**src/rtl/ts_idle_pkg.sv**
```systemverilog
package ts_idle_pkg;

  // Derived sizes shared by the submodules.
  function automatic int unsigned mask_regs(input int unsigned slots, input int unsigned code_w);
    return slots / code_w;
  endfunction

  function automatic int unsigned frame_bits(input int unsigned slots, input int unsigned code_w);
    return slots * code_w;
  endfunction

endpackage

```
**src/rtl/ts_reg_bank.sv**
```systemverilog
module ts_reg_bank
  import ts_idle_pkg::*;
#(
  parameter int unsigned SLOTS  = 32,
  parameter int unsigned CODE_W = 8,
  parameter int unsigned ADDR_W = 3
) (
  input  logic              clk,
  input  logic              rst,
  input  logic              wr_en,
  input  logic [ADDR_W-1:0] wr_addr,
  input  logic [CODE_W-1:0] wr_data,
  output logic [SLOTS-1:0]  mask_o,
  output logic [CODE_W-1:0] code_o
);

  localparam int unsigned NREGS = mask_regs(SLOTS, CODE_W);

  logic [SLOTS-1:0]  mask_q;
  logic [CODE_W-1:0] code_q;

  // One byte-wide mask register per address; the byte order is fixed by channel number.
  for (genvar k = 0; k < NREGS; k++) begin : g_mask
    always_ff @(posedge clk) begin
      if (rst) begin
        mask_q[k*CODE_W +: CODE_W] <= '0;
      end else if (wr_en && (wr_addr == ADDR_W'(k))) begin
        mask_q[k*CODE_W +: CODE_W] <= wr_data;
      end
    end
  end

  always_ff @(posedge clk) begin
    if (rst) begin
      code_q <= '0;
    end else if (wr_en && (wr_addr == ADDR_W'(NREGS))) begin
      code_q <= wr_data;
    end
  end

  assign mask_o = mask_q;
  assign code_o = code_q;

endmodule

```
**src/rtl/ts_frame_pos.sv**
```systemverilog
module ts_frame_pos
  import ts_idle_pkg::*;
#(
  parameter int unsigned SLOTS  = 32,
  parameter int unsigned CODE_W = 8
) (
  input  logic                        clk,
  input  logic                        rst,
  input  logic                        bit_en,
  input  logic                        fsync,
  output logic [$clog2(SLOTS)-1:0]    slot_idx,
  output logic [$clog2(CODE_W)-1:0]   bit_idx,
  output logic                        slot_start
);

  localparam int unsigned FBITS = frame_bits(SLOTS, CODE_W);
  localparam int unsigned POS_W = $clog2(FBITS);
  localparam int unsigned IDX_W = $clog2(CODE_W);

  logic [POS_W-1:0] pos_q;
  logic [POS_W-1:0] cur_pos;
  logic [POS_W-1:0] nxt_pos;

  // A sync pulse forces the current bit to be frame bit 0.
  assign cur_pos = fsync ? '0 : pos_q;
  assign nxt_pos = (cur_pos == POS_W'(FBITS - 1)) ? '0 : cur_pos + POS_W'(1);

  always_ff @(posedge clk) begin
    if (rst) begin
      pos_q <= '0;
    end else if (bit_en) begin
      pos_q <= nxt_pos;
    end
  end

  assign slot_idx   = cur_pos[POS_W-1:IDX_W];
  assign bit_idx    = cur_pos[IDX_W-1:0];
  assign slot_start = (cur_pos[IDX_W-1:0] == '0);

endmodule

```
**src/rtl/ts_slot_mux.sv**
```systemverilog
module ts_slot_mux #(
  parameter int unsigned SLOTS  = 32,
  parameter int unsigned CODE_W = 8
) (
  input  logic                       clk,
  input  logic                       rst,
  input  logic                       bit_en,
  input  logic                       din,
  input  logic                       slot_start,
  input  logic [$clog2(SLOTS)-1:0]   slot_idx,
  input  logic [$clog2(CODE_W)-1:0]  bit_idx,
  input  logic [SLOTS-1:0]           mask,
  input  logic [CODE_W-1:0]          code,
  output logic                       sel_q,
  output logic [CODE_W-1:0]          code_q,
  output logic                       dout
);

  localparam int unsigned IDX_W = $clog2(CODE_W);

  logic              sel_now;
  logic [CODE_W-1:0] code_now;
  logic [IDX_W-1:0]  msb_idx;
  logic              dout_q;

  // On a timeslot's first bit the live registers are used; afterwards the captured copies.
  assign sel_now  = slot_start ? mask[slot_idx] : sel_q;
  assign code_now = slot_start ? code : code_q;
  assign msb_idx  = IDX_W'(CODE_W - 1) - bit_idx;

  always_ff @(posedge clk) begin
    if (rst) begin
      sel_q  <= 1'b0;
      code_q <= '0;
    end else if (bit_en && slot_start) begin
      sel_q  <= sel_now;
      code_q <= code_now;
    end
  end

  always_ff @(posedge clk) begin
    if (rst) begin
      dout_q <= 1'b1;
    end else if (bit_en) begin
      dout_q <= sel_now ? code_now[msb_idx] : din;
    end
  end

  assign dout = dout_q;

endmodule

```
**src/rtl/ts_idle_inserter.sv**
```systemverilog
module ts_idle_inserter
  import ts_idle_pkg::*;
#(
  parameter int unsigned SLOTS  = 32,
  parameter int unsigned CODE_W = 8,
  parameter int unsigned ADDR_W = 3
) (
  input  logic              clk,
  input  logic              rst,
  input  logic              bit_en,
  input  logic              fsync,
  input  logic              din,
  output logic              dout,
  input  logic              wr_en,
  input  logic [ADDR_W-1:0] wr_addr,
  input  logic [CODE_W-1:0] wr_data
);

  localparam int unsigned SLOT_W = $clog2(SLOTS);
  localparam int unsigned IDX_W  = $clog2(CODE_W);

  logic [SLOTS-1:0]  mask_w;
  logic [CODE_W-1:0] code_w;
  logic [SLOT_W-1:0] slot_idx_w;
  logic [IDX_W-1:0]  bit_idx_w;
  logic              slot_start_w;
  logic              sel_q_w;
  logic [CODE_W-1:0] code_q_w;

  ts_reg_bank #(
    .SLOTS (SLOTS),
    .CODE_W(CODE_W),
    .ADDR_W(ADDR_W)
  ) u_regs (
    .clk    (clk),
    .rst    (rst),
    .wr_en  (wr_en),
    .wr_addr(wr_addr),
    .wr_data(wr_data),
    .mask_o (mask_w),
    .code_o (code_w)
  );

  ts_frame_pos #(
    .SLOTS (SLOTS),
    .CODE_W(CODE_W)
  ) u_pos (
    .clk       (clk),
    .rst       (rst),
    .bit_en    (bit_en),
    .fsync     (fsync),
    .slot_idx  (slot_idx_w),
    .bit_idx   (bit_idx_w),
    .slot_start(slot_start_w)
  );

  ts_slot_mux #(
    .SLOTS (SLOTS),
    .CODE_W(CODE_W)
  ) u_mux (
    .clk       (clk),
    .rst       (rst),
    .bit_en    (bit_en),
    .din       (din),
    .slot_start(slot_start_w),
    .slot_idx  (slot_idx_w),
    .bit_idx   (bit_idx_w),
    .mask      (mask_w),
    .code      (code_w),
    .sel_q     (sel_q_w),
    .code_q    (code_q_w),
    .dout      (dout)
  );

endmodule

```
**config.mk**
```make
export PLATFORM = sky130hd
export DESIGN_NAME = ts_idle_inserter
export DESIGN_NICKNAME = d
export VERILOG_FILES = /design/src/rtl/ts_idle_pkg.sv /design/src/rtl/ts_reg_bank.sv /design/src/rtl/ts_frame_pos.sv /design/src/rtl/ts_slot_mux.sv /design/src/rtl/ts_idle_inserter.sv
export SDC_FILE = /design/constraint.sdc
export NUM_CORES = 1
export LEC_CHECK = 0
export BUFFER_PORTS_ARGS = -buffer_cell sky130_fd_sc_hd__buf_2
export CAP_MARGIN = 10
export CELL_PAD_IN_SITES_DETAIL_PLACEMENT = 0
export CELL_PAD_IN_SITES_GLOBAL_PLACEMENT = 2
export CORE_ASPECT_RATIO = 1.4
export CORE_UTILIZATION = 30
export CTS_CLUSTER_DIAMETER = 40
export DETAILED_ROUTE_END_ITERATION = 16
export HOLD_SLACK_MARGIN = 0.08
export PLACE_DENSITY = 0.71
export SLEW_MARGIN = 25
export SYNTH_ARGS = -nofsm -noshare
export SYNTH_HDL_FRONTEND = slang
export SYNTH_SLANG_ARGS = --single-unit
export TNS_END_PERCENT = 50
```
**constraint.sdc**
```tcl
create_clock -name clk -period 3.4 [get_ports clk]
set_input_delay 0.17 -clock clk [delete_from_list [all_inputs] [get_ports clk]]
set_output_delay 0.17 -clock clk [all_outputs]
set_load 0.005 [all_outputs]
```
==> flow_summary.json, run 1 <==
{
  "yosysUniqueCellTypes": 42,
  "port_buffers": 17,
  "syn_area_sq_um": 2780,
  "arrival_ns": 2.68,
  "grt_pass1_wl_mm": 12.9,
  "path_class": "reg -> reg",
  "drtIter0Drc": 94,
  "grt_pass1_vias": 2400,
  "top_level_ports": 18,
  "multiInputGateArea_sq_um": 1500,
  "grt_max_degree": 56,
  "leakage_uw": 0.00115,
  "wire_per_inst_um": 16.5,
  "die_w_um": 83.4,
  "slew_headroom": 0.535,
  "sw_frac_of_total": 0.229,
  "seq_power_share": 0.407,
  "setup_viol": 0,
  "ant_nets": 0,
  "r2r-start": "u_pos.pos_q[0]",
  "clk_pin_slew_ns": 0.05,
  "crit_slowest_cell": "dfxtp_1",
  "yosysSeqAreaShare": 0.417,
  "cts_root_buf": "clkbuf_16",
  "tritoncts.num_buffers": 9,
  "grt_overflow": 0,
  "path_max_fanout": 9,
  "synthesis.nets": 372,
  "drv_slew": 0,
  "p_sw_uw": 397,
  "fillers": 983,
  "synth-main-ff-cell": "dfxtp_1",
  "clock_path_buffers": 2,
  "n_antenna_cell": 0,
  "period_share": 0.724,
  "syn_inst": 353,
  "core-area_sq_um": 9030,
  "hp-start": "wr_data[0]",
  "start_kind": "register",
  "startpoint": "u_pos.pos_q[0]",
  "dp_hpwl_mm": 5.75,
  "hold_class": "in -> reg",
  "timing_hold_violations_final": 0,
  "drc": 0,
  "drive_gt1_frac": 0.124,
  "finalNonFillerCells": 477,
  "regArea_sq_um": 1160,
  "placementRows": 41,
  "firstDrtPassIters": 4,
  "gp_congestion": 0.773,
  "initial_core_util": 0.308,
  "status": "finished, final reports clean",
  "critical_path.cell_chain": "nor2b_1 > inv_1 > ha_1 > nand2b_1 > mux2i_1 > a21oi_1 > a211oi_1 > o31ai_1 > mux2_4",
  "final.setup_skew_ns": 0.00308,
  "irDropWorstVdd_v": 0.000245,
  "async_flop_share": 0,
  "dp_cells": 460,
  "fin_tns_setup_ns": 0,
  "cp-end-kind": "register",
  "nNetsFinal": 384,
  "routed_via_density": 5.09,
  "synth_edf_count": 0,
  "die_y_um": 116,
  "synth_seq_cells": 58,
  "worstMarginPinSlew_ns": 0.695,
  "clk_latency_ns": 0.33,
  "critPathRequiredTime_ns": 3.62,
  "fmax_mhz": 407,
  "intPower_uw": 1340,
  "cts-htree-levels": 3,
  "comb_power_share": 0.064,
  "grtUsageTotal": 0.180,
  "critPathMaxStageDelay_ns": 0.38,
  "yosysWarnings": 0,
  "p_clk_frac": 0.529,
  "totalWireLength_mm": 7.86,
  "rsz0062_at_grt": "no",
  "area_growth_pct": 16.4,
  "cts_tree": "yes",
  "fp.dieArea_sq_um": 9670,
  "cap_violations": 0,
  "antenna_found_initial": 0,
  "cts_sinks": 58,
  "synth_area_per_cell_sq_um": 7.89,
  "period_needed_ns": 2.46,
  "vias": 2429,
  "cellPowerDensity_nw_per_um2": 534
}
==> layout by cell type (no fill, tap or decap), types with 3 or more instances in the layout <==
cell / instances
a22oi_1: 4
and3_1: 6
a21oi_1: 49
o21ai_0: 10
clkbuf_16: 9
nand2_1: 92
nand3_1: 5
buf_2: 17
nand2b_1: 8
dfxtp_1: 58
buf_4: 3
nor3_1: 7
inv_1: 6
a221oi_1: 3
nor2_1: 25
nor2b_1: 6
a211oi_1: 4
mux2i_1: 19
clkinv_2: 3
mux2_2: 3
o31ai_1: 3
==> layout make-up <==
cell class	count	area share
flip-flops and latches	58	0.358
well taps	107	0.0413
multi-input cells	269	0.463
clock inverters	5	0.0162
repair buffers	21	0.0363
inverters	6	0.00695
clock buffers	11	0.0780
==> metal layers <==
layer  share of wire  global-route usage  routed length, um  up-vias
li1                -                   -                  -     1242
met1            0.44               0.206               3460     1128
met2            0.49               0.308               3890       40
met3           0.029              0.0484                228       19
met4           0.037              0.0949                291        0
met5               0                   0                  0        -
==> cell families (layout without fill, tap and decap cells) <==
kind of cell,Yosys count,count (layout),synth area share
AO/OA/AOI/OAI,83,83,0.177
adder cells (fa/ha/maj),2,2,0.00899
buffers and inverters,26,43,0.0436
flip-flops,58,58,0.417
multiplexers,25,25,0.102
AND/OR/NAND/NOR,159,159,0.251
==> synthesized netlist by cell type, types with 2 or more instances <==
| master | count | area, sq um |
|---|---|---|
| a211oi_1 | 4 | 30.0 |
| a21oi_1 | 49 | 245 |
| a221oi_1 | 3 | 26.3 |
| a22oi_1 | 4 | 30.0 |
| a32oi_1 | 2 | 17.5 |
| and3_1 | 6 | 37.5 |
| buf_2 | 4 | 20.0 |
| buf_6 | 2 | 22.5 |
| clkbuf_1 | 12 | 45.0 |
| dfxtp_1 | 58 | 1160 |
| ha_1 | 2 | 25.0 |
| inv_1 | 6 | 22.5 |
| mux2_2 | 3 | 33.8 |
| mux2i_1 | 19 | 190 |
| mux4_2 | 2 | 45.0 |
| nand2_1 | 92 | 345 |
| nand2b_1 | 8 | 50.1 |
| nand3_1 | 5 | 25.0 |
| nor2_1 | 25 | 93.8 |
| nor2b_1 | 6 | 37.5 |
| nor3_1 | 7 | 35.0 |
| nor4b_1 | 2 | 17.5 |
| o21ai_0 | 10 | 50.1 |
| o31ai_1 | 3 | 22.5 |
| or2_0 | 2 | 12.5 |
==> timing repair <==
| item | in CTS | in global routing |
|---|---|---|
| resized for setup | 0 | 0 |
| hold buffers | 1 | 0 |
| endpoints found under the hold margin | 2 | 0 |
| buffers inserted | 0 | 0 |
==> power groups by stage <==
stage	sequential (uW)	combinational [uW]	clock (uW)
2_1_floorplan	715	70.6	0
3_3_place_gp	720	112	0
3_5_place_dp	719	112	0
4_1_cts	705	114	935
5_1_grt	706	125	970
6_report	705	112	916
==> registers in the layout, indices dropped and copies added (netlist names) <==
name	cells
u_regs.mask_o	32
u_mux.code_q	8
u_regs.code_o	8
u_mux.dout	1
u_pos.pos_q	8
u_mux.sel_q	1
==> final timing paths <==
path	endpoint	slack, ns	cells past startpoint
hold reg to reg	u_regs.mask_o[11]	0.45	2
setup reg to reg	u_mux.dout	0.94	9
hold / removal	u_regs.mask_o[0]	0.14	3
setup / recovery	u_mux.dout	0.94	9
==> stage by stage <==
| step | area, sq um | power [uW] | setup WS [ns] | hold slack [ns] | util |
|---|---|---|---|---|---|
| 2_1_floorplan | 2780 | 786 | 1.12 | 0.306 | - |
| 4_1_cts | 3240 | 1750 | 0.966 | 0.141 | 0.359 |
| 3_5_place_dp | 2930 | 831 | 0.986 | 0.399 | 0.324 |
| 5_1_grt | 3240 | 1800 | 0.684 | 0.147 | 0.359 |
| 6_report | 3240 | 1730 | 0.940 | 0.144 | 0.359 |
| 3_3_place_gp | 2930 | 832 | 1.05 | 0.393 | 0.324 |
==> worst max-delay path: cells and delay by family, from the launching register on <==
family,cells,cell delay (ns)
AO/OA/AOI/OAI,3,0.45
multiplexers,2,0.49
adder cells (fa/ha/maj),1,0.34
flip-flops,1,0.38
buffers and inverters,1,0.15
AND/OR/NAND/NOR,2,0.56
Note: power is estimated with default switching activity, not from simulation.
==> run 2: changes to the inputs <==
--- a/config.mk
+++ b/config.mk
@@ -5,6 +5,7 @@
 export SDC_FILE = /design/constraint.sdc
 export NUM_CORES = 1
 export LEC_CHECK = 0
+export ABC_AREA = 1
 export BUFFER_PORTS_ARGS = -buffer_cell sky130_fd_sc_hd__buf_2
 export CAP_MARGIN = 10
 export CELL_PAD_IN_SITES_DETAIL_PLACEMENT = 0
@@ -14,7 +15,7 @@
 export CTS_CLUSTER_DIAMETER = 40
 export DETAILED_ROUTE_END_ITERATION = 16
 export HOLD_SLACK_MARGIN = 0.08
-export PLACE_DENSITY = 0.71
+export PLACE_DENSITY = 0.74
 export SLEW_MARGIN = 25
 export SYNTH_ARGS = -nofsm -noshare
 export SYNTH_HDL_FRONTEND = slang
==> constraint.sdc (replaced) <==
create_clock -name clk -period 2.6 [get_ports clk]
set_input_delay 0.13 -clock clk [delete_from_list [all_inputs] [get_ports clk]]
set_output_delay 0.13 -clock clk [all_outputs]
set_load 0.005 [all_outputs]
==> run 2 against run 1 <==
The flow now finishes with violations (DRC). Critical endpoint unchanged. Count of clock-buffer cells in the layout rose by 3. Die area rose by 1.4%. Critical path type unchanged. Worst hold slack got worse by 0.034 ns. Setup slack got worse by 0.32 ns. Clock skew rose by 0.0010 ns. Clock power rose by 23%. Largest power group unchanged.
==> flow_summary.json, run 2 <==
{
  "status": "finished, violations left",
  "failed_checks": "DRC",
  "synth_area_per_cell_sq_um": 6.87,
  "cts_sinks": 58,
  "cts-htree-levels": 3,
  "post-route-util": 0.364,
  "synthesis.nets": 430,
  "slew_headroom": 0.640,
  "grt_overflow": 0,
  "endpoint": "u_mux.dout",
  "setup_viol": 0,
  "port_buffers": 17,
  "final_common_cell": "nor2_1",
  "final.setup_skew_ns": 0.00411,
  "cellPowerDensity_nw_per_um2": 691,
  "cts_setup_buffers": 0,
  "cts_tree": "yes",
  "drv_slew": 0,
  "synth_seq_cells": 58,
  "critPathMaxStageDelay_ns": 0.40,
  "synth.top_cell.area_share": 0.411,
  "die_w_um": 84.0,
  "core-area_sq_um": 9080,
  "ctsResizeCount": 0,
  "grt_pass1_vias": 2576,
  "tritoncts.num_buffers": 9,
  "period_share": 0.760,
  "die_y_um": 117,
  "area_growth_pct": 16.9,
  "syn_area_sq_um": 2830,
  "hold_class": "in -> reg",
  "synthSimpleGateAreaFrac": 0.359,
  "irDropWorstVdd_v": 0.000306,
  "timing_hold_violations_final": 0,
  "reg2reg_depth": 14,
  "final_cell_mix": "nor2_1 (93), nand2_1 (58), dfxtp_1 (58)",
  "fmax_mhz": 506,
  "yosysWarnings": 0,
  "yosysUniqueCellTypes": 29,
  "drive_gt1_frac": 0.123,
  "clk_pin_slew_ns": 0.05,
  "clock_path_buffers": 2,
  "p_clk_frac": 0.495,
  "routed_via_density": 4.81,
  "vias": 2623,
  "r2r-start": "u_pos.pos_q[0]",
  "grt_max_degree": 53,
  "p_sw_uw": 565,
  "n_antenna_cell": 0,
  "synthXorXnorAreaFrac": 0.00930,
  "crit_slowest_cell": "nor2_2",
  "top_level_ports": 18,
  "path_class": "reg -> reg",
  "leakage_uw": 0.00136,
  "drtIter0Drc": 104,
  "synth_edf_count": 0,
  "totalWireLength_mm": 7.97,
  "fp.dieArea_sq_um": 9810,
  "syn_inst": 411,
  "cts_root_buf": "clkbuf_16",
  "intPower_uw": 1720,
  "synthAdderAreaFrac": 0.00886,
  "start_kind": "register",
  "synth_top_area_cell": "dfxtp_1",
  "placementRows": 41,
  "clk_latency_ns": 0.33,
  "crit_top_cell": "nand3_1",
  "async_flop_share": 0,
  "synth_commonest_cells": "nor2_1 (93), dfxtp_1 (58), nand2_1 (58)",
  "cp-end-kind": "register",
  "synth.most_common_cell": "nor2_1",
  "antenna_found_initial": 0,
  "sw_frac_of_total": 0.247,
  "initial_core_util": 0.311,
  "seq_power_share": 0.416,
  "comb_power_share": 0.090,
  "synth_area_leaders": "dfxtp_1 (41%), nor2_1 (12%), nand3_1 (10%), o21ai_0 (9.4%), nand2_1 (7.7%)",
  "rrSetupSlack_ns": 0.62,
  "critical_path.cell_chain": "inv_1 > nor2_1 > inv_1 > ha_1 > inv_1 > nor2_2 > nand2_1 > nand3_1 > nand3_1 > nand3_1 > nand2_1 > nand3_2 > nand3_1 > nand2_1",
  "startpoint": "u_pos.pos_q[0]",
  "period_needed_ns": 1.98,
  "holdBufCountCts": 2,
  "rsz0062_at_grt": "no",
  "arrival_ns": 2.25,
  "yosysSeqAreaShare": 0.411,
  "synth_top_family_by_area": "simple AND/OR/NAND/NOR gates",
  "synth-main-ff-cell": "dfxtp_1",
  "firstDrtPassIters": 10,
  "crit-reg2reg-capture": "u_mux.dout",
  "critPathRequiredTime_ns": 2.88,
  "holdWs_ns": 0.109,
  "dp_hpwl_mm": 5.45,
  "fin_tns_setup_ns": 0,
  "grtUsageTotal": 0.182,
  "gp_congestion": 0.746,
  "drc": 2,
  "ant_nets": 0,
  "muxShareOfSynthArea": 0,
  "cap_violations": 0,
  "synth-compound-area-share": 0.132,
  "wire_per_inst_um": 14.6,
  "nNetsFinal": 452,
  "grt_pass1_wl_mm": 13.3,
  "worstMarginPinSlew_ns": 0.537,
  "largest_reg_flops": 32,
  "path_max_fanout": 12
}
==> run 2: cell count changes after synthesis, moves of 19 or more <==
cell	delta
nor2_1	+68
mux2i_1	-19
nand3_1	+52
o21ai_0	+43
nand2_1	-34
inv_1	+28
a21oi_1	-32
==> run 2: worst min path at each step <==
stage                     startpoint              to  cells past startpoint
after floorplan                  rst  u_pos.pos_q[7]                      1
after global placement           rst  u_pos.pos_q[7]                      2
after detailed placement         rst  u_pos.pos_q[7]                      2
after CTS                        din      u_mux.dout                      5
after global routing             din      u_mux.dout                      5
final                            din      u_mux.dout                      5
==> run 2: cell families after synthesis <==
group,after synthesis
fa+ha+maj,2
compound gates,73
xor+xnor,3
flops,58
simple gates,224
buf+inv,51
==> run 2: metrics by stage <==
step	std cells	power, uW	setup WS [ns]	area [sq um]
after floorplan	411	1100	0.690	2830
after global placement	527	1170	0.650	3000
after detailed placement	527	1170	0.602	3000
after CTS	545	2320	0.585	3300
after global routing	545	2390	0.299	3300
final	545	2280	0.623	3300
==> run 2: layout make-up <==
class,instances,area [sq um]
clock buffer,14,274
clock inverter,2,10.0
fill,1030,5780
inverter,39,151
multi-input combinational,302,1440
sequential,58,1160
tap,107,134
timing repair buffer,23,135
==> run 2: power groups by stage <==
| stage | logic, uW | registers [uW] | clock network [uW] |
|---|---|---|---|
| detailed placement | 206 | 967 | 0 |
| finish | 204 | 949 | 1130 |
| global route | 239 | 953 | 1200 |
| global placement | 206 | 967 | 0 |
| CTS | 209 | 949 | 1160 |
| floorplan | 138 | 962 | 0 |
==> run 2: critical path: cells and delay by family, from the launching register on <==
family	cells	cell delay [ns]
buffers and inverters	3	0.30
adders and majority gates	1	0.20
and+or+nand+nor	10	1.13
DFF	1	0.30
==> run 2: per-layer routing <==
| metal | part of all wire | wire length, um | vias to the layer above | GRT usage |
|---|---|---|---|---|
| met5 | 0 | 0 | - | 0 |
| met4 | 0.019 | 152 | 0 | 0.0770 |
| met3 | 0.034 | 272 | 13 | 0.0484 |
| met2 | 0.48 | 3860 | 44 | 0.317 |
| met1 | 0.46 | 3690 | 1180 | 0.214 |
| li1 | - | - | 1386 | - |
